===== config.mk =====
export PLATFORM = sky130hd
export DESIGN_NAME = ubt_xcvr
export DESIGN_NICKNAME = d
export VERILOG_FILES = /design/src/rtl/ubt_pkg.sv /design/src/rtl/ubt_mode_dec.sv /design/src/rtl/ubt_dir_path.sv /design/src/rtl/ubt_xcvr.sv
export SDC_FILE = /design/constraint.sdc
export NUM_CORES = 1
export LEC_CHECK = 0
export ABC_AREA = 1
export BUFFER_PORTS_ARGS = -buffer_cell sky130_fd_sc_hd__buf_2
export CAP_MARGIN = 5
export CORE_UTILIZATION = 25
export CTS_CLUSTER_DIAMETER = 100
export CTS_CLUSTER_SIZE = 14
export DETAILED_ROUTE_END_ITERATION = 6
export SYNTH_ARGS = -nofsm -noshare
export SYNTH_HDL_FRONTEND = slang
export SYNTH_SLANG_ARGS = --single-unit

===== constraint.sdc =====
create_clock -name clk -period 1.3 [get_ports clk]
set_clock_uncertainty 0.1 [all_clocks]
set_input_delay 0.065 -clock clk [delete_from_list [all_inputs] [get_ports clk]]
set_output_delay 0.065 -clock clk [all_outputs]
set_load 0.01 [all_outputs]

===== src/rtl/ubt_pkg.sv =====
package ubt_pkg;

    // Behaviour selected for one direction in one system-clock cycle
    typedef enum logic [1:0] {
        XFER_HOLD    = 2'd0,
        XFER_PASS    = 2'd1,
        XFER_CAPTURE = 2'd2
    } xfer_mode_e;

    // Control set owned by one direction
    typedef struct packed {
        logic le;
        logic dclk;
        logic cke_n;
        logic oe_n;
    } dir_ctrl_t;

endpackage


===== src/rtl/ubt_mode_dec.sv =====
module ubt_mode_dec
    import ubt_pkg::*;
(
    input  logic       le,
    input  logic       cke_n,
    input  logic       clk_now,
    input  logic       clk_prev,
    output xfer_mode_e mode
);

    logic edge_seen;

    assign edge_seen = clk_now & ~clk_prev;

    always_comb begin
        if (le) begin
            mode = XFER_PASS;
        end else if (!cke_n && edge_seen) begin
            mode = XFER_CAPTURE;
        end else begin
            mode = XFER_HOLD;
        end
    end

endmodule


===== src/rtl/ubt_dir_path.sv =====
module ubt_dir_path
    import ubt_pkg::*;
#(
    parameter int W = 18
) (
    input  logic         clk,
    input  logic         rst_n,
    input  logic [W-1:0] din,
    input  dir_ctrl_t    ctrl,
    output logic [W-1:0] dout,
    output logic         drive
);

    typedef struct packed {
        logic [W-1:0] word;
        logic         clk_seen;
    } path_state_t;

    path_state_t st_d, st_q;
    xfer_mode_e  mode;

    ubt_mode_dec mode_dec_i (
        .le       (ctrl.le),
        .cke_n    (ctrl.cke_n),
        .clk_now  (ctrl.dclk),
        .clk_prev (st_q.clk_seen),
        .mode     (mode)
    );

    always_comb begin
        st_d          = st_q;
        st_d.clk_seen = ctrl.dclk;
        case (mode)
            XFER_PASS,
            XFER_CAPTURE: st_d.word = din;
            default:      st_d.word = st_q.word;
        endcase
    end

    always_ff @(posedge clk or negedge rst_n) begin
        if (!rst_n) begin
            st_q <= '0;
        end else begin
            st_q <= st_d;
        end
    end

    assign dout  = st_q.word;
    assign drive = ~ctrl.oe_n;

endmodule


===== src/rtl/ubt_xcvr.sv =====
module ubt_xcvr
    import ubt_pkg::*;
#(
    parameter int W = 18
) (
    input  logic         clk,
    input  logic         rst_n,
    input  logic [W-1:0] a_in,
    input  logic [W-1:0] b_in,
    input  logic         ab_oe_n,
    input  logic         ab_le,
    input  logic         ab_dclk,
    input  logic         ab_cke_n,
    input  logic         ba_oe_n,
    input  logic         ba_le,
    input  logic         ba_dclk,
    input  logic         ba_cke_n,
    output logic [W-1:0] b_out,
    output logic         b_drive,
    output logic [W-1:0] a_out,
    output logic         a_drive,
    output logic         contention
);

    localparam int NDIR = 2;  // index 0: A to B, index 1: B to A

    logic [W-1:0] src_w  [NDIR];
    logic [W-1:0] dst_w  [NDIR];
    logic         drv    [NDIR];
    dir_ctrl_t    ctl    [NDIR];

    assign src_w[0] = a_in;
    assign src_w[1] = b_in;
    assign ctl[0]   = '{le: ab_le, dclk: ab_dclk, cke_n: ab_cke_n, oe_n: ab_oe_n};
    assign ctl[1]   = '{le: ba_le, dclk: ba_dclk, cke_n: ba_cke_n, oe_n: ba_oe_n};

    for (genvar g = 0; g < NDIR; g++) begin : g_dir
        ubt_dir_path #(.W(W)) path_i (
            .clk   (clk),
            .rst_n (rst_n),
            .din   (src_w[g]),
            .ctrl  (ctl[g]),
            .dout  (dst_w[g]),
            .drive (drv[g])
        );
    end

    assign b_out      = dst_w[0];
    assign b_drive    = drv[0];
    assign a_out      = dst_w[1];
    assign a_drive    = drv[1];
    assign contention = drv[0] & drv[1];

endmodule


Yosys cells after proc, flatten, opt, wreduce, memory -nomap -nowiden
Index checks and enable logic that the tools add are counted.
Word-level totals
  register bits after elaboration: 38
  output and inout bits: 39
Operators by class
  equality and inequality tests: 4
  multiplexer cells: 4
  bitwise logic cells: 7
  reductions and logical operators: 6
Operators by type and width (number)
  2-bit two-way mux: 4
  2-bit by 1-bit equality test with 1-bit output (second input constant): 2
  2-bit equality test (second input constant): 2
  1-bit NOT: 4
  2-bit OR reduction: 2
  1-bit bitwise AND: 3
  1-bit logical AND: 2
  1-bit zero test: 2

Longest topological paths before layout
  depth after elaboration: 7
  gate-level depth with buffers: 6

Hierarchy
From an unflattened synthesis, not the netlist that was laid out.
Second synthesis, totals
  cells, all modules: 220
  area total of the unflattened synthesis: 1976.9 sq um
By module, submodules not included
  ubt_dir_path: times used 2, cells an instance 102, area each 954.7 sq um, seq. area each 475.5 sq um
  ubt_mode_dec: times used 2, cells an instance 7, area each 30.0 sq um, seq. area each 0.0 sq um
  ubt_xcvr: times used 1, cells an instance 2, area each 7.5 sq um, seq. area each 0.0 sq um

Worst setup path before layout
Ideal clock, no wire load.
  path type: register -> register
  start: register g_dir[1].path_i.st_q[0] in the netlist's numbering
  end: register g_dir[1].path_i.st_q, in the netlist g_dir[1].path_i.dout[10]
  setup time: 117 ps
  arrival time: 831 ps
  data required time: 1083 ps
  path slack: 253 ps
  cell stages (with the launch flop): 6
  path buffers: 1
  period minus slack after synthesis: 1047 ps
  cells stage by stage: dfrtp_1 > inv_1 > nand3_4 > buf_2 > nand3_1 > nand2_1
Between the ends
  longest elaborated chain between the ends: 7
Ends and longest elaborated chain
  start: declaration: line ubt_dir_path.sv:19  | path_state_t st_d, st_q;
  start signal: assignment: line ubt_dir_path.sv:44  | st_q <= st_d;
  1-bit NOT *: line ubt_mode_dec.sv:13  | assign edge_seen = clk_now & ~clk_prev;
  1-bit bitwise AND *: line ubt_mode_dec.sv:13
  1-bit logical AND *: line ubt_mode_dec.sv:18  | end else if (!cke_n && edge_seen) begin
  2-bit two-way mux *: line ubt_mode_dec.sv:18
  2-bit two-way mux *: line ubt_mode_dec.sv:16  | if (le) begin
  2-bit by 1-bit equality test with 1-bit output / 2-bit equality test (equally long branches): line ubt_dir_path.sv:33  | case (mode)
  2-bit OR reduction *: line ubt_dir_path.sv:33
Every way passes the cells marked *; elsewhere a longest branch is shown, timed or not.
A chain may end at the register's enable or synchronous reset.

Worst setup path in the final report
  start: input ba_dclk
  end: register g_dir[1].path_i.st_q, in the netlist g_dir[1].path_i.dout[13]
Between the ends
  longest elaborated chain between the ends: 6
Ends and longest elaborated chain
  start: declaration: line ubt_xcvr.sv:16  | input logic ba_dclk,
  1-bit bitwise AND *: line ubt_mode_dec.sv:13
  1-bit logical AND *: line ubt_mode_dec.sv:18
  2-bit two-way mux *: line ubt_mode_dec.sv:18
  2-bit two-way mux *: line ubt_mode_dec.sv:16
  2-bit by 1-bit equality test with 1-bit output / 2-bit equality test (equally long branches): line ubt_dir_path.sv:33
  2-bit OR reduction *: line ubt_dir_path.sv:33
Marks and branches as above.

==> flow_metrics.py <==
metrics = {
    "status": {
        "outcome": "finished, final reports clean",
    },
    "sta": {
        "worst_slew_pin_slew_ns": 0.474,
        "period_share": 0.869,
        "fin_setup_tns_ns": 0,
        "hold_viol": 0,
        "rsz0062_at_grt": "no",
        "slew_headroom": 0.684,
        "max_freq_ghz": 0.885,
        "final-max-slew-violation-count": 0,
        "hold_ws_ns": 0.0738,
        "setup_violations": 0,
        "layout_min_cycle_time_ns": 1.13,
    },
    "logic_synthesis": {
        "synth_seq_cells": 38,
        "avgSynthCellArea_um2": 9.30,
        "synthSimpleGateAreaFrac": 0.333,
        "synth_top_area_cell": "dfrtp_1",
        "synth_area_um2": 1540,
        "synth_xor_area_frac": 0,
        "yosys_warnings": 0,
        "ys_types": 10,
        "synth_compound_area_frac": 0,
        "synth-adder-area-share": 0,
        "synth_area_leaders": "dfrtp_1 (62%), nand2_1 (18%), nand3_1 (12%), nand3_4 (2.3%), buf_6 (1.5%)",
        "synth_top_cell_area_share": 0.619,
        "syn-num-nets": 211,
        "synthCells": 165,
        "synth_seq_area_share": 0.619,
        "synth_top_family_by_area": "simple AND/OR/NAND/NOR gates",
        "synthMuxAreaShare": 0,
    },
    "worst_setup_path": {
        "crit_required_ns": 1.42,
        "critPathCaptureType": "flop",
        "critical_path.max_stage_delay_ns": 0.53,
        "path_delay_family": "buffers and inverters",
        "crit_path_max_fanout": 14,
        "path_buf_inv": 3,
        "crit_path_cell_trace": "dlygate4sd3_1 -> buf_2 -> nand3_4 -> buf_4 -> nand3_1 -> nand2_1",
        "critPathKind": "input pin to flop",
        "worstPathArrival_ns": 1.25,
        "critPathSlowestCell": "dlygate4sd3_1",
        "cp-start-kind": "input pin",
    },
    "cts": {
        "tritoncts": "built",
        "ctsLongestPathBuffers": 2,
        "cts_setup_buffers": 0,
        "path_clk_slew_ns": 0.07,
        "root_buffer": "clkbuf_8",
        "numClockSinks": 38,
        "ctsHtreeMaxLevel": 2,
        "cts_resized": 0,
        "clk_latency_ns": 0.28,
        "cts_buffers": 5,
    },
    "die": {
        "core_um2": 5920,
        "die_w_um": 80.4,
        "rows": 28,
        "die-area_um2": 6460,
        "initial_utilization": 0.259,
        "die_h_um": 80.4,
        "pin_count": 85,
    },
    "global_route": {
        "track_usage": 0.132,
        "grt_pass1_vias": 1442,
        "grt_max_degree": 39,
        "antenna_found_initial": 0,
        "gr-total-overflow": 0,
        "grt_pass1_wl_um": 6490,
    },
    "flow_run": {
        "maxCapViolCount": 0,
    },
    "power": {
        "power_frac_seq": 0.511,
        "ir_drop_mv": 0.488,
        "p_sw_mw": 0.714,
        "p_sw_frac": 0.269,
        "intPower_mw": 1.94,
        "p_comb_frac": 0.210,
        "design_power_total_mw": 2.66,
        "power.density_nw_per_um2": 1060,
        "clock_power_share": 0.279,
        "power.leakage_nw": 1.39,
    },
    "final_layout": {
        "drive_gt1_frac": 0.347,
        "final-instance-count-excl-fill": 369,
        "antenna_cells": 0,
        "area_growth_pct": 63.6,
        "nNetsFinal": 340,
        "final_util": 0.424,
    },
    "routing": {
        "wl_per_cell_um": 11.0,
        "wirelength_um": 4050,
        "viasPerCell": 4.20,
        "dr.pass1.iters": 4,
        "drtIter0Drc": 28,
        "route.detailed.drc": 0,
        "num_vias": 1551,
        "final_antenna_net_count": 0,
    },
    "placed_design": {
        "portBuffers": 84,
        "dp_hpwl_um": 2660,
        "place_congestion": 0.712,
        "dp.cells": 323,
    },
    "min_path": {
        "hold_class": "input pin to flop",
    },
}
through the flow:
step / setup WS (ns) / instance area (um^2)
floorplan: 0.253 / 1540
detailed placement: 0.182 / 2040
global route: 0.0845 / 2510
finish: 0.170 / 2510
CTS: 0.169 / 2510
global placement: 0.198 / 2040
sequential cells by signal (all words and copies together) (netlist names):
name,count
g_dir.path_i.dout,36
g_dir.path_i.st_q,2
power by group through the flow:
stage          logic [mW]  registers (mW)  clock network (mW)
2_1_floorplan       0.172            1.43                   0
3_5_place_dp        0.475            1.38                   0
4_1_cts             0.563            1.36               0.778
6_report            0.557            1.36               0.741
5_1_grt             0.627            1.37               0.833
3_3_place_gp        0.468            1.38                   0
placed cells by master (no fill, tap or decap):
cell / netlist / routed
inv_1: 4 / 4
buf_2: 4 / 84
buf_4: 0 / 5
clkbuf_1: 0 / 2
nand2_4: 2 / 2
clkbuf_8: 0 / 5
nand2_1: 72 / 72
dfrtp_1: 38 / 38
inv_2: 4 / 4
nand3_1: 36 / 36
nand3_4: 2 / 2
dlygate4sd3_1: 0 / 39
nor2_1: 1 / 1
kinds of logic (layout without fill, tap and decap cells):
logic type / after synthesis / in the layout
DFF: 38 / 38
and+or+nand+nor: 113 / 113
buffers and inverters: 14 / 143
worst min-delay path, stage by stage:
cell,delay [ns]
buf_2,0.08
inv_2,0.04
nand3_4,0.11
nand3_1,0.07
nand2_1,0.06
cell type report:
cell class	instances	area, um^2
multi-input cells	113	512
well taps	75	93.8
clock buffers	7	76.3
inverters	8	30.0
fillers	592	3410
repair buffers	128	848
flip-flops and latches	38	951
routing by layer:
layer | share of wire | global-route usage | vias to the layer above
met5 | 0 | 0 | -
met4 | 0.012 | 0.0482 | 0
met3 | 0.048 | 0.0307 | 7
met2 | 0.52 | 0.237 | 53
met1 | 0.42 | 0.150 | 710
li1 | - | - | 781
timing repair:
action / 4_1_cts / 5_1_grt
endpoints found under the setup margin: 0 / 0
hold buffers: 39 / 0
endpoints found under the hold margin: 76 / 0
synth_stat cells (all sizes together):
master / n
buf: 6
dfrtp: 38
inv: 8
nand2: 74
nand3: 38
nor2: 1
path summary, 6_finish.rpt:
path	cells past startpoint	slack, ns	endpoint	startpoint
min reg2reg	2	0.41	g_dir[1].path_i.dout[14]$_DFFE_PN0P_	g_dir[1].path_i.dout[14]$_DFFE_PN0P_
max reg2reg	5	0.18	g_dir[1].path_i.dout[13]$_DFFE_PN0P_	g_dir[1].path_i.st_q[0]$_DFF_PN0_
min	5	0.07	g_dir[0].path_i.dout[3]$_DFFE_PN0P_	ab_cke_n
max	6	0.17	g_dir[1].path_i.dout[13]$_DFFE_PN0P_	ba_dclk
max in group asynchronous	3	0.51	g_dir[1].path_i.dout[10]$_DFFE_PN0P_	rst_n
min in group asynchronous	3	0.26	g_dir[0].path_i.st_q[0]$_DFF_PN0_	rst_n
Power figures use the tool's default switching activity.
